<file path="config.mk">
export PLATFORM = sky130hd
export DESIGN_NAME = tape_ctl_regs
export DESIGN_NICKNAME = d
export VERILOG_FILES = /design/src/rtl/tape_ctl_pkg.sv /design/src/rtl/tc_iot_decode.sv /design/src/rtl/tc_cmd_reg.sv /design/src/rtl/tc_status_reg.sv /design/src/rtl/tape_ctl_regs.sv
export SDC_FILE = /design/constraint.sdc
export NUM_CORES = 1
export LEC_CHECK = 0
export ABC_AREA = 1
export BUFFER_PORTS_ARGS = -buffer_cell sky130_fd_sc_hd__buf_2
export CORE_MARGIN = 3
export CORE_UTILIZATION = 46
export CTS_BUF_LIST = sky130_fd_sc_hd__clkbuf_4 sky130_fd_sc_hd__clkbuf_8 sky130_fd_sc_hd__clkbuf_16
export DETAILED_ROUTE_END_ITERATION = 6
export PLACE_DENSITY = 0.83
export SLEW_MARGIN = 20
export SYNTH_ARGS = -nofsm -noshare
export SYNTH_HDL_FRONTEND = slang
export SYNTH_SLANG_ARGS = --single-unit
</file>
<file path="constraint.sdc">
create_clock -name clk_i -period 1.53 [get_ports clk_i]
set_clock_uncertainty 0.2 [all_clocks]
set_input_delay 0.153 -clock clk_i [delete_from_list [all_inputs] [get_ports clk_i]]
set_output_delay 0.153 -clock clk_i [all_outputs]
set_load 0.01 [all_outputs]
</file>
<file path="src/rtl/tape_ctl_pkg.sv">
package tape_ctl_pkg;
  localparam int unsigned WORD_W  = 12;
  localparam int unsigned DEV_W   = 6;
  localparam int unsigned OP_W    = 3;
  localparam int unsigned FIELD_W = 3;
  localparam int unsigned N_ERR   = 5;
  localparam int unsigned LOAD_W  = 10; // bits 0..9 loadable

  localparam logic [OP_W-1:0] OP_P1 = 3'd1;
  localparam logic [OP_W-1:0] OP_P2 = 3'd2;
  localparam logic [OP_W-1:0] OP_P4 = 3'd4;

  localparam logic [FIELD_W-1:0] FUNC_RESV = 3'b111;

  // error flag vector order, MSB first: mark, end, select, parity, timing
  localparam int unsigned ERR_SEL = 2;

  typedef struct packed {
    logic rd_a;
    logic clr_a;
    logic ld_a;
    logic skp;
    logic rd_b;
    logic ld_b;
  } iot_strb_t;
endpackage

</file>
<file path="src/rtl/tc_iot_decode.sv">
module tc_iot_decode
  import tape_ctl_pkg::*;
#(
  parameter logic [DEV_W-1:0] DEV_CMD = 6'o76,
  parameter logic [DEV_W-1:0] DEV_STS = 6'o77
) (
  input  logic             clk_i,
  input  logic             rst_ni,
  input  logic             valid_i,
  input  logic [DEV_W-1:0] dev_i,
  input  logic [OP_W-1:0]  op_i,
  output iot_strb_t        strb_o
);
  logic hit_cmd, hit_sts;

  assign hit_cmd = valid_i && (dev_i == DEV_CMD);
  assign hit_sts = valid_i && (dev_i == DEV_STS);

  always_comb begin
    strb_o       = '0;
    strb_o.rd_a  = hit_cmd && (op_i == OP_P1);
    strb_o.clr_a = hit_cmd && (op_i == OP_P2);
    strb_o.ld_a  = hit_cmd && (op_i == OP_P4);
    strb_o.skp   = hit_sts && (op_i == OP_P1);
    strb_o.rd_b  = hit_sts && (op_i == OP_P2);
    strb_o.ld_b  = hit_sts && (op_i == OP_P4);
  end


  strb_onehot_chk: assert property (@(posedge clk_i) disable iff (!rst_ni)
    $onehot0(strb_o));

  no_strb_idle_chk: assert property (@(posedge clk_i) disable iff (!rst_ni)
    !valid_i |-> (strb_o == '0));
endmodule

</file>
<file path="src/rtl/tc_cmd_reg.sv">
module tc_cmd_reg
  import tape_ctl_pkg::*;
(
  input  logic              clk_i,
  input  logic              rst_ni,
  input  logic              clr_i,
  input  logic              ld_i,
  input  logic [WORD_W-1:0] ac_i,
  output logic [WORD_W-1:0] cmd_o
);
  localparam int unsigned FIX_W = WORD_W - LOAD_W;

  logic [LOAD_W-1:0] cmd_q;

  always_ff @(posedge clk_i or negedge rst_ni) begin
    if (!rst_ni)     cmd_q <= '0;
    else if (clr_i)  cmd_q <= '0;
    else if (ld_i)   cmd_q <= cmd_q ^ ac_i[WORD_W-1 -: LOAD_W];
  end

  assign cmd_o = {cmd_q, {FIX_W{1'b0}}};


  clr_zero_chk: assert property (@(posedge clk_i) disable iff (!rst_ni)
    clr_i |=> (cmd_o == '0));

  ld_xor_chk: assert property (@(posedge clk_i) disable iff (!rst_ni)
    (ld_i && !clr_i) |=> (cmd_o[WORD_W-1 -: LOAD_W] ==
                          $past(cmd_o[WORD_W-1 -: LOAD_W] ^ ac_i[WORD_W-1 -: LOAD_W])));

  hold_chk: assert property (@(posedge clk_i) disable iff (!rst_ni)
    (!ld_i && !clr_i) |=> $stable(cmd_o));
endmodule

</file>
<file path="src/rtl/tc_status_reg.sv">
module tc_status_reg
  import tape_ctl_pkg::*;
(
  input  logic               clk_i,
  input  logic               rst_ni,
  input  logic [N_ERR-1:0]   err_set_i,
  input  logic               err_clr_i,
  input  logic               done_set_i,
  input  logic               done_clr_i,
  input  logic               mf_ld_i,
  input  logic [FIELD_W-1:0] mf_i,
  output logic [N_ERR-1:0]   err_o,
  output logic               done_o,
  output logic [FIELD_W-1:0] mf_o
);
  logic [FIELD_W-1:0] mf_q;
  logic               done_q;

  for (genvar g = 0; g < N_ERR; g++) begin : g_err
    logic flag_q;
    always_ff @(posedge clk_i or negedge rst_ni) begin
      if (!rst_ni)           flag_q <= 1'b0;
      else if (err_set_i[g]) flag_q <= 1'b1; // set beats clear
      else if (err_clr_i)    flag_q <= 1'b0;
    end
    assign err_o[g] = flag_q;
  end

  always_ff @(posedge clk_i or negedge rst_ni) begin
    if (!rst_ni)         done_q <= 1'b0;
    else if (done_set_i) done_q <= 1'b1;
    else if (done_clr_i) done_q <= 1'b0;
  end

  always_ff @(posedge clk_i or negedge rst_ni) begin
    if (!rst_ni)      mf_q <= '0;
    else if (mf_ld_i) mf_q <= mf_i;
  end

  assign done_o = done_q;
  assign mf_o   = mf_q;


  done_set_wins_chk: assert property (@(posedge clk_i) disable iff (!rst_ni)
    done_set_i |=> done_o);

  err_set_wins_chk: assert property (@(posedge clk_i) disable iff (!rst_ni)
    (err_set_i != '0) |=> ((err_o & $past(err_set_i)) == $past(err_set_i)));

  err_clear_chk: assert property (@(posedge clk_i) disable iff (!rst_ni)
    (err_clr_i && (err_set_i == '0)) |=> (err_o == '0));

  mf_hold_chk: assert property (@(posedge clk_i) disable iff (!rst_ni)
    !mf_ld_i |=> $stable(mf_o));
endmodule

</file>
<file path="src/rtl/tape_ctl_regs.sv">
module tape_ctl_regs
  import tape_ctl_pkg::*;
#(
  parameter logic [DEV_W-1:0] DEV_CMD = 6'o76,
  parameter logic [DEV_W-1:0] DEV_STS = 6'o77
) (
  input  logic               clk_i,
  input  logic               rst_ni,
  input  logic               iot_valid_i,
  input  logic [DEV_W-1:0]   iot_dev_i,
  input  logic [OP_W-1:0]    iot_op_i,
  input  logic [WORD_W-1:0]  ac_i,
  output logic [WORD_W-1:0]  ac_or_o,
  output logic               ac_clr_o,
  output logic               skip_o,
  input  logic               set_mark_err_i,
  input  logic               set_end_err_i,
  input  logic               set_par_err_i,
  input  logic               set_tim_err_i,
  input  logic               set_done_i,
  output logic [FIELD_W-1:0] unit_o,
  output logic               reverse_o,
  output logic               go_o,
  output logic               cont_mode_o,
  output logic [FIELD_W-1:0] func_o,
  output logic [FIELD_W-1:0] mem_field_o,
  output logic               err_flag_o,
  output logic               irq_o
);
  localparam int unsigned MSB = WORD_W - 1;

  iot_strb_t          strb;
  logic [WORD_W-1:0]  cmd;
  logic [N_ERR-1:0]   err, err_set;
  logic               done, int_en, sel_set;
  logic [WORD_W-1:0]  sts_word;

  tc_iot_decode #(.DEV_CMD(DEV_CMD), .DEV_STS(DEV_STS)) u_dec (
    .clk_i   (clk_i),
    .rst_ni  (rst_ni),
    .valid_i (iot_valid_i),
    .dev_i   (iot_dev_i),
    .op_i    (iot_op_i),
    .strb_o  (strb)
  );

  tc_cmd_reg u_cmd (
    .clk_i  (clk_i),
    .rst_ni (rst_ni),
    .clr_i  (strb.clr_a),
    .ld_i   (strb.ld_a),
    .ac_i   (ac_i),
    .cmd_o  (cmd)
  );

  // accumulator bit k sits at index MSB-k
  assign unit_o      = cmd[MSB -: FIELD_W];
  assign reverse_o   = cmd[MSB-3];
  assign go_o        = cmd[MSB-4];
  assign cont_mode_o = cmd[MSB-5];
  assign func_o      = cmd[MSB-6 -: FIELD_W];
  assign int_en      = cmd[MSB-9];

  assign sel_set = (func_o == FUNC_RESV);
  assign err_set = {set_mark_err_i, set_end_err_i, sel_set, set_par_err_i, set_tim_err_i};

  tc_status_reg u_sts (
    .clk_i      (clk_i),
    .rst_ni     (rst_ni),
    .err_set_i  (err_set),
    .err_clr_i  (strb.ld_a && !ac_i[MSB-10]),
    .done_set_i (set_done_i),
    .done_clr_i (strb.ld_a && !ac_i[MSB-11]),
    .mf_ld_i    (strb.ld_b),
    .mf_i       (ac_i[MSB-6 -: FIELD_W]),
    .err_o      (err),
    .done_o     (done),
    .mf_o       (mem_field_o)
  );

  assign err_flag_o = |err;
  assign irq_o      = (done && int_en) || err_flag_o;

  assign sts_word = {err_flag_o, err, mem_field_o, 2'b00, done};

  always_comb begin
    ac_or_o = '0;
    if (strb.rd_a) ac_or_o = cmd;
    if (strb.rd_b) ac_or_o = sts_word;
  end

  assign ac_clr_o = strb.ld_a || strb.ld_b;
  assign skip_o   = strb.skp && (err_flag_o || done);


  sel_err_chk: assert property (@(posedge clk_i) disable iff (!rst_ni)
    (func_o == FUNC_RESV) |=> err[ERR_SEL]);

  clr_a_keeps_flags_chk: assert property (@(posedge clk_i) disable iff (!rst_ni)
    strb.clr_a |=> ((err & ~$past(err)) == ($past(err_set) & ~$past(err))));

  irq_err_chk: assert property (@(posedge clk_i) disable iff (!rst_ni)
    err_flag_o |-> irq_o);

  skip_only_on_flag_chk: assert property (@(posedge clk_i) disable iff (!rst_ni)
    skip_o |-> (err_flag_o || done));
endmodule

</file>
==> impl_metrics.env <==
export IMPL_status="finished, violations left"
export IMPL_violations="negative setup slack"
export IMPL_hold_viol_final=0
export IMPL_syn_cell_area_sq_mm=0.00120
export IMPL_grt_ovfl_total=0
export IMPL_syn_avg_cell_area_sq_um=7.45
export IMPL_p_int_uw=713
export IMPL_vias_per_cell=5.04
export IMPL_clk_latency_ns=0.30
export IMPL_drc=0
export IMPL_p_leak_nw=0.999
export IMPL_final_cells=264
export IMPL_core_sq_mm=0.00234
export IMPL_drt_total_wl_microns=3450
export IMPL_num_rows=17
export IMPL_dp_cells=240
export IMPL_register_area_sq_um=475
export IMPL_nNetsFinal=266
export IMPL_gp_congestion=0.893
export IMPL_fillers=180
export IMPL_syn_instance_count=161
export IMPL_hp_start="ac_i[1]"
export IMPL_p_seq_frac=0.547
export IMPL_first_global_vias=1232
export IMPL_hpwl_microns=2310
export IMPL_cp_start_kind="flip-flop"
export IMPL_drt_pass1_iter_count=4
export IMPL_die_h_microns=57.1
export IMPL_htree_levels=1
export IMPL_rsz0062_at_grt="yes"
export IMPL_vdd_ir_drop_worst_mv=0.548
export IMPL_postRouteAntennaNets=0
export IMPL_cp_end_kind="output port"
export IMPL_antenna_cells=0
export IMPL_start_util=0.513
export IMPL_seq_area_frac_synth=0.396
export IMPL_syn_nets=190
export IMPL_multi_input_area_sq_um=663
export IMPL_pre_cts_slack_ns=0.0413
export IMPL_r2r_start="u_sts.done_o$_DFFE_PN0P_"
export IMPL_cp_arrival_ns=1.33
export IMPL_wl_per_cell_microns=13.1
export IMPL_drt_initial_drc_count=55
export IMPL_crit_start="u_sts.g_err[4].flag_q$_DFFE_PN0P_"
export IMPL_vias=1331
export IMPL_finalSetupViolCount=4
export IMPL_cts_buffers=3
export IMPL_hp_class="in -> reg"
export IMPL_ys_seq_elements=19
export IMPL_power_per_cell_area_mw_per_mm2=543
export IMPL_syn_to_final_growth_pct=47.0
export IMPL_die_area_sq_mm=0.00326
export IMPL_critPathMaxFanout=4
export IMPL_setup_ws_ns=-0.150
export IMPL_p_clk_frac=0.284
export IMPL_clockRootBuffer="clkbuf_4"
export IMPL_crit_required_ns=1.18
export IMPL_grt_antenna_before_repair=0
export IMPL_io_buffers=55
export IMPL_post_route_period_util=1.10
export IMPL_p_switching_uw=245
export IMPL_fmax_mhz=595
export IMPL_min_path_cells=5
export IMPL_fin_crit_ns=1.68
export IMPL_track_usage=0.203
export IMPL_reg2regPathDepth=3
export IMPL_grt_max_degree=20
export IMPL_synthDistinctLibCells=22
export IMPL_clockBufferDepth=2
export IMPL_comb_power_share=0.169
export IMPL_maxCapViolCount=0
export IMPL_clk_pin_slew_ns=0.11
export IMPL_drive_gt1_frac=0.360
export IMPL_num_io_pins=57
export IMPL_drv_slew=0
export IMPL_clock_sinks=19
export IMPL_yosysWarnings=0
export IMPL_grt_first_pass_wirelength_microns=5350
export IMPL_holdWs_ns=0.0973
export IMPL_worstSetupPathType="reg -> out"
export IMPL_die_x_microns=57.1
export IMPL_switching_share=0.256
export IMPL_cts_tree="built"
==> state kept, by name (all words and copies together) (netlist names) <==
signal,cells
u_cmd.cmd_q,10
u_sts.done_o,1
u_sts.g_err.flag_q,5
u_sts.mf_o,3
==> synthesized netlist by cell type <==
cell type	n	share of area
nand2_2	1	0.0052
conb_1	1	0.0031
nor4_1	1	0.0052
clkinv_1	1	0.0031
nor3b_1	1	0.0063
inv_1	10	0.031
nor2_1	7	0.022
dfrtp_1	19	0.40
xor2_1	10	0.073
or2_1	1	0.0052
buf_4	8	0.050
o21ai_0	3	0.013
nand4_1	2	0.010
nor3_1	1	0.0042
nor3_2	1	0.0083
nor2_4	4	0.038
nand3_1	29	0.12
nand2_1	56	0.18
a21oi_1	1	0.0042
inv_2	2	0.0063
nand3_4	1	0.015
nor2_2	1	0.0052
==> layout by cell type (no fill, tap or decap), types with 2 or more instances in the layout <==
cell,n
buf_2,54
nand2_1,53
nand3_1,28
dfrtp_1,19
dlygate4sd3_1,17
inv_1,10
xor2_1,10
nor2_4,6
nor2_1,6
buf_4,5
nand2_2,4
clkbuf_4,4
o21ai_0,3
clkinvlp_4,2
inv_2,2
nand4_1,2
buf_6,2
==> what timing repair did <==
item	CTS	global route
setup buffers	1	2
pin swaps	3	5
gates cloned	0	1
gates resized for setup	1	14
hold endpoints to repair	37	0
setup endpoints to repair	5	15
hold buffers	17	0
==> kinds of logic (layout without fill, tap and decap cells) <==
group                     Yosys count  in the layout  share of synthesized area
xor gates and xnor gates           10             10                     0.0730
AOI/OAI and AO/OA                   4              4                     0.0167
buffers and inverters              21             96                     0.0907
DFF                                19             19                      0.396
other                               1              1                    0.00313
and+or+nand+nor                   106            106                      0.420
==> layer usage <==
| layer | wire length, microns | track usage | up-vias | part of all wire |
|---|---|---|---|---|
| li1 | - | - | 661 | - |
| met2 | 1640 | 0.328 | 63 | 0.48 |
| met4 | 31 | 0.0563 | 0 | 0.0090 |
| met3 | 278 | 0.0452 | 4 | 0.081 |
| met5 | 0 | 0 | - | 0 |
| met1 | 1490 | 0.275 | 603 | 0.43 |
==> critical path, stage by stage (launching register included) <==
cell     delay, ns
dfrtp_1       0.41
nor3_2        0.20
nand2_2       0.13
nor2_4        0.11
nor2_1        0.05
buf_2         0.13
==> metrics by stage <==
stage          total power [mW]  cell area (sq um)  setup TNS, ns   util
2_1_floorplan             0.591               1200              0      -
3_5_place_dp              0.656               1480              0  0.633
4_1_cts                   0.960               1690         -0.541  0.724
5_1_grt                   0.999               1760         -0.942  0.754
6_report                  0.958               1760         -0.581  0.754
3_3_place_gp              0.655               1480              0  0.633
==> cell type report <==
type | instances | share of cell area
clock buffers | 4 | 0.0170
inverters | 13 | 0.0298
multi-input cells | 121 | 0.376
flip-flops and latches | 19 | 0.270
well taps | 28 | 0.0199
repair buffers | 78 | 0.284
repair inverters | 1 | 0.00426
==> power groups by stage <==
| stage | combinational [mW] | clock (mW) | sequential, mW |
|---|---|---|---|
| after global placement | 0.121 | 0 | 0.534 |
| after floorplan | 0.0582 | 0 | 0.533 |
| after CTS | 0.155 | 0.281 | 0.524 |
| after global routing | 0.179 | 0.295 | 0.526 |
| final | 0.162 | 0.273 | 0.524 |
| after detailed placement | 0.123 | 0 | 0.534 |
==> final timing paths <==
kind                                                     end  slack, ns
setup / recovery                                       irq_o      -0.15
hold / removal             u_sts.g_err[4].flag_q$_DFFE_PN0P_        0.1
setup reg to reg                    u_sts.done_o$_DFFE_PN0P_       0.08
hold reg to reg            u_sts.g_err[0].flag_q$_DFFE_PN0P_       0.33
max in group asynchronous  u_sts.g_err[2].flag_q$_DFFE_PN0P_       0.71
min in group asynchronous         u_cmd.cmd_q[3]$_DFFE_PN0P_       0.11
Note: power is estimated with default switching activity, not from simulation.
